$ cat src/rtl/bcd7_pkg.sv
package bcd7_pkg;
  localparam int BCD_W = 4;
  localparam int SEG_N = 7;
  localparam int MAX_DIGIT = 9;

  typedef logic [BCD_W-1:0] bcd_t;
  typedef logic [SEG_N-1:0] seg_t;

  localparam seg_t SEG_ALL_ON  = {SEG_N{1'b1}};
  localparam seg_t SEG_ALL_OFF = {SEG_N{1'b0}};

  // Segment pattern per decimal digit, bit 0 = a ... bit 6 = g.
  function automatic seg_t digit_pattern(input bcd_t code);
    seg_t p;
    unique case (code)
      4'd0:    p = 7'b011_1111;
      4'd1:    p = 7'b000_0110;
      4'd2:    p = 7'b101_1011;
      4'd3:    p = 7'b100_1111;
      4'd4:    p = 7'b110_0110;
      4'd5:    p = 7'b110_1101;
      4'd6:    p = 7'b111_1100;
      4'd7:    p = 7'b000_0111;
      4'd8:    p = 7'b111_1111;
      4'd9:    p = 7'b110_0111;
      default: p = SEG_ALL_OFF;
    endcase
    return p;
  endfunction
endpackage

$ cat src/rtl/bcd7_input_latch.sv
module bcd7_input_latch
  import bcd7_pkg::*;
(
  input  logic clk,
  input  logic rst_n,
  input  logic le,
  input  bcd_t bcd_in,
  output bcd_t code_out
);
  bcd_t held_q, held_d;
  logic le_q, le_d;
  logic cap_en;
  logic closed;

  // Capture on the first sampled-high edge of le.
  assign cap_en = le & ~le_q;
  assign closed = le & le_q;

  always_comb begin
    held_d = held_q;
    if (cap_en) held_d = bcd_in;
    le_d = le;
  end

  always_ff @(posedge clk or negedge rst_n) begin
    if (!rst_n) begin
      held_q <= '0;
      le_q   <= 1'b1;
    end else begin
      le_q <= le_d;
      if (cap_en) held_q <= held_d;
    end
  end

  assign code_out = closed ? held_q : bcd_in;

  AST_OPEN_TRACKS: assert property (@(posedge clk) disable iff (!rst_n)
    !le |-> (code_out == bcd_in));
  AST_CAPTURE_ON_RISE: assert property (@(posedge clk) disable iff (!rst_n)
    $rose(le) |=> (held_q == $past(bcd_in)));
  AST_HOLD_STABLE: assert property (@(posedge clk) disable iff (!rst_n)
    (le && $past(le)) |=> $stable(held_q));
endmodule

$ cat src/rtl/bcd7_seg_decode.sv
module bcd7_seg_decode
  import bcd7_pkg::*;
(
  input  logic clk,
  input  logic rst_n,
  input  bcd_t code,
  output seg_t pattern
);
  always_comb pattern = digit_pattern(code);

  AST_NONDEC_DARK: assert property (@(posedge clk) disable iff (!rst_n)
    (code > bcd_t'(MAX_DIGIT)) |-> (pattern == SEG_ALL_OFF));
  AST_DIGIT_LIT: assert property (@(posedge clk) disable iff (!rst_n)
    (code <= bcd_t'(MAX_DIGIT)) |-> ($countones(pattern) >= 2));
endmodule

$ cat src/rtl/bcd7_seg_override.sv
module bcd7_seg_override
  import bcd7_pkg::*;
(
  input  logic clk,
  input  logic rst_n,
  input  logic lt_n,
  input  logic bi_n,
  input  seg_t pattern,
  output seg_t seg_out
);
  always_comb begin
    if (!lt_n)      seg_out = SEG_ALL_ON;
    else if (!bi_n) seg_out = SEG_ALL_OFF;
    else            seg_out = pattern;
  end

  AST_LAMP_ALL_ON: assert property (@(posedge clk) disable iff (!rst_n)
    !lt_n |-> (seg_out == SEG_ALL_ON));
  AST_BLANK_ALL_OFF: assert property (@(posedge clk) disable iff (!rst_n)
    (lt_n && !bi_n) |-> (seg_out == SEG_ALL_OFF));
  AST_PASS_DATA: assert property (@(posedge clk) disable iff (!rst_n)
    (lt_n && bi_n) |-> (seg_out == pattern));
endmodule

$ cat src/rtl/bcd7_latch_decoder.sv
module bcd7_latch_decoder
  import bcd7_pkg::*;
#(
  parameter bit REG_OUT = 1'b0
) (
  input  logic             clk,
  input  logic             rst_n,
  input  logic             le,
  input  logic             bi_n,
  input  logic             lt_n,
  input  logic [BCD_W-1:0] bcd,
  output logic [SEG_N-1:0] seg
);
  bcd_t code_sel;
  seg_t dec_pat;
  seg_t seg_comb;

  bcd7_input_latch u_latch (
    .clk      (clk),
    .rst_n    (rst_n),
    .le       (le),
    .bcd_in   (bcd),
    .code_out (code_sel)
  );

  bcd7_seg_decode u_dec (
    .clk     (clk),
    .rst_n   (rst_n),
    .code    (code_sel),
    .pattern (dec_pat)
  );

  bcd7_seg_override u_ovr (
    .clk     (clk),
    .rst_n   (rst_n),
    .lt_n    (lt_n),
    .bi_n    (bi_n),
    .pattern (dec_pat),
    .seg_out (seg_comb)
  );

  generate
    if (REG_OUT) begin : g_reg
      seg_t seg_q, seg_d;
      always_comb seg_d = seg_comb;
      always_ff @(posedge clk or negedge rst_n) begin
        if (!rst_n) seg_q <= SEG_ALL_OFF;
        else        seg_q <= seg_d;
      end
      assign seg = seg_q;
      AST_REG_DELAY: assert property (@(posedge clk) disable iff (!rst_n)
        $past(rst_n) |-> (seg == $past(seg_comb)));
    end else begin : g_comb
      assign seg = seg_comb;
    end
  endgenerate
endmodule

$ cat config.mk
export PLATFORM = sky130hd
export DESIGN_NAME = bcd7_latch_decoder
export DESIGN_NICKNAME = d
export VERILOG_FILES = /design/src/rtl/bcd7_pkg.sv /design/src/rtl/bcd7_input_latch.sv /design/src/rtl/bcd7_seg_decode.sv /design/src/rtl/bcd7_seg_override.sv /design/src/rtl/bcd7_latch_decoder.sv
export SDC_FILE = /design/constraint.sdc
export NUM_CORES = 1
export LEC_CHECK = 0
export ABC_AREA = 1
export CORE_MARGIN = 3
export CORE_UTILIZATION = 42
export CTS_CLUSTER_SIZE = 10
export DETAILED_ROUTE_END_ITERATION = 10
export MAX_ROUTING_LAYER = met4
export PLACE_DENSITY = 0.81
export SYNTH_ARGS = -nofsm -noshare
export SYNTH_HDL_FRONTEND = slang
export SYNTH_SLANG_ARGS = --single-unit
$ cat constraint.sdc
create_clock -name clk -period 2 [get_ports clk]
set_input_delay 0.5 -clock clk [delete_from_list [all_inputs] [get_ports clk]]
set_output_delay 0.5 -clock clk [all_outputs]
set_load 0.02 [all_outputs]
==> results.py <==
metrics = {
    "outcome": {
        "status": "finished, violations left",
        "violations": "negative setup slack",
    },
    "placed_design": {
        "io_buffers": 15,
        "dpl.cell_count": 115,
        "post-place-ws_ps": -1090,
        "hpwl_mm": 1.24,
        "routabilityCongestion": 0.862,
    },
    "setup_path": {
        "cp_top_family": "flip-flops",
        "worstPathRequired_ps": 1500,
        "worstSetupStartpointType": "flip-flop",
        "cp_cell_sequence": "nand2_8 > nand2_2 > nand2_2 > ha_1 > inv_2 > nand3_2 > nand3_2 > nand3_2 > nand2_1 > buf_6",
        "path_depth": 10,
        "crit_path_max_fanout": 5,
        "cp.arrival_ps": 1880,
        "max_stage_delay_ps": 640,
        "cp_slowest_cell": "dfstp_2",
        "rr_worst_depth": 4,
        "crit_top_cell": "nand3_2",
        "crit_type": "flip-flop to output pin",
        "path_buf_inv": 2,
        "cp-end-kind": "output pin",
    },
    "drt": {
        "vias_per_cell": 5.40,
        "drc_errors": 0,
        "drtPass1Iterations": 4,
        "wl_per_cell_um": 16.1,
        "drtAntennaViolNets": 0,
        "via_count": 648,
        "wl_mm": 1.93,
        "drt_iter0_markers": 18,
    },
    "hold_path": {
        "worstHoldPathType": "primary input to async pin",
    },
    "sta": {
        "fin_crit_ps": 2380,
        "post-route-period-util": 1.19,
        "rsz0062_at_grt": "yes",
        "clock_skew_ps": 12.0,
        "setup_viol": 7,
        "fin_ws_ps": -383,
        "hold_violations": 0,
        "drv_slew": 0,
        "whs_ps": 459,
        "fmax_mhz": 420,
        "tightest_slew_ps": 302,
        "relSlewSlack": 0.798,
    },
    "clock_network": {
        "cts.sinks": 5,
        "cts_buffer_depth": 2,
        "hold_buffers": 0,
        "cts-root-buf": "clkbuf_4",
        "htree_num_levels": 1,
        "cts_buffers": 3,
        "clk_latency_ps": 270,
        "cts_tree": "built",
        "clkTransAtPathRegs_ps": 50,
    },
    "cells_and_area": {
        "diodes": 0,
        "instances_no_fill": 120,
        "drive_above_1_share": 0.594,
        "final_common_cell": "nand2_1",
        "final_cell_mix": "nand2_1, nand2_4, nand2_2, nand3_2, buf_4",
        "num-nets-final": 120,
        "area_growth_syn_to_layout_pct": 62.6,
    },
    "synth": {
        "synth_area_um2": 599,
        "synthCells": 78,
        "ys_seq_elements": 5,
        "yosysWarningCount": 0,
        "postSynthAreaPerCell_um2": 7.68,
        "ys_types": 16,
        "syn-num-nets": 91,
        "yosysSeqAreaShare": 0.211,
    },
    "power_and_ir_drop": {
        "vdd_drop_max_mv": 0.447,
        "leakage_nw": 0.469,
        "p_per_area_nw_per_um2": 527,
    },
    "global_routing": {
        "first_global_vias": 675,
        "grt_pass1_wl_mm": 3.04,
        "track_usage": 0.222,
        "antenna_found_initial": 0,
        "grt.overflow.total": 0,
        "grt_max_degree": 8,
    },
    "floorplan": {
        "num_io_pins": 16,
        "core_um2": 1220,
        "die_area_um2": 1920,
        "row_count": 12,
        "start_util": 0.493,
        "die_w_um": 43.8,
        "die_h_um": 43.8,
    },
    "flow_run": {
        "max_cap_viol_count": 0,
    },
}
[stage by stage]
stage	area [µm²]	setup TNS (ps)	total power [mW]	utilization
floorplan	602	0	0.249	-
global placement	822	-6660	0.324	0.676
detailed placement	822	-7140	0.333	0.676
CTS	938	-2220	0.494	0.772
global route	975	-3160	0.549	0.801
finish	975	-2520	0.514	0.801
[synthesized netlist by cell type]
master / instances / area [µm²]
nand2_8: 1 / 20.0
inv_4: 1 / 6.26
nand3_1: 16 / 80.1
nand2_1: 19 / 71.3
inv_1: 7 / 26.3
buf_6: 2 / 22.5
ha_1: 4 / 50.1
nand2_2: 6 / 37.5
a21boi_2: 1 / 11.3
dfrtp_1: 4 / 100
nand2_4: 6 / 67.6
mux2_1: 2 / 22.5
inv_2: 2 / 7.51
o21ai_0: 2 / 10.0
dfstp_2: 1 / 26.3
nand3_2: 4 / 40.0
[flip-flops by register name, summed over array words and instances (netlist names)]
signal	cells
u_latch.le_q	1
u_latch.held_q	4
[metal layers]
metal | up-vias | track usage | routed length [µm]
met5 | - | - | 0
met4 | 0 | 0.120 | 57
met3 | 7 | 0.0788 | 133
met2 | 32 | 0.340 | 995
met1 | 300 | 0.247 | 747
li1 | 309 | - | -
[area by class of cell]
cell class | instances | area (µm²)
Fill cell | 77 | 241
Clock buffer | 4 | 26.3
Multi-Input combinational cell | 61 | 526
Inverter | 10 | 42.5
Tap cell | 14 | 17.5
Timing Repair Buffer | 26 | 236
Sequential cell | 5 | 126
[where the power goes]
part | switching, mW | internal (mW)
sequential | 0.0129 | 0.115
clock | 0.0521 | 0.0761
combinational | 0.145 | 0.113
[final timing paths]
path / from / endpoint / slack (ps)
worst min-delay path: rst_n / u_latch.held_q[3]$_DFFE_PN0P_ / 460
worst max-delay path: u_latch.le_q$_DFF_PN1_ / seg[5] / -380
min in group clk: u_latch.held_q[0]$_DFFE_PN0P_ / u_latch.held_q[0]$_DFFE_PN0P_ / 520
max in group asynchronous: rst_n / u_latch.le_q$_DFF_PN1_ / 1280
worst min register to register: u_latch.held_q[0]$_DFFE_PN0P_ / u_latch.held_q[0]$_DFFE_PN0P_ / 520
worst max register to register: u_latch.le_q$_DFF_PN1_ / u_latch.held_q[0]$_DFFE_PN0P_ / 550
[kinds of logic after synthesis]
logic type	after synthesis	share of synthesized area
flip-flops	5	0.211
multiplexers	2	0.0376
buffers and inverters	12	0.104
adder cells (fa/ha/maj)	4	0.0835
AND/OR/NAND/NOR	52	0.528
AO/OA/AOI/OAI	3	0.0355
[repair_timing]
| item | 4_1_cts | 5_1_grt |
|---|---|---|
| setup endpoints to repair | 7 | 7 |
| pin swaps | 12 | 6 |
| cloned | 0 | 0 |
| resized for setup | 60 | 12 |
| buffers inserted | 1 | 0 |
(Power assumes the default switching activity.)
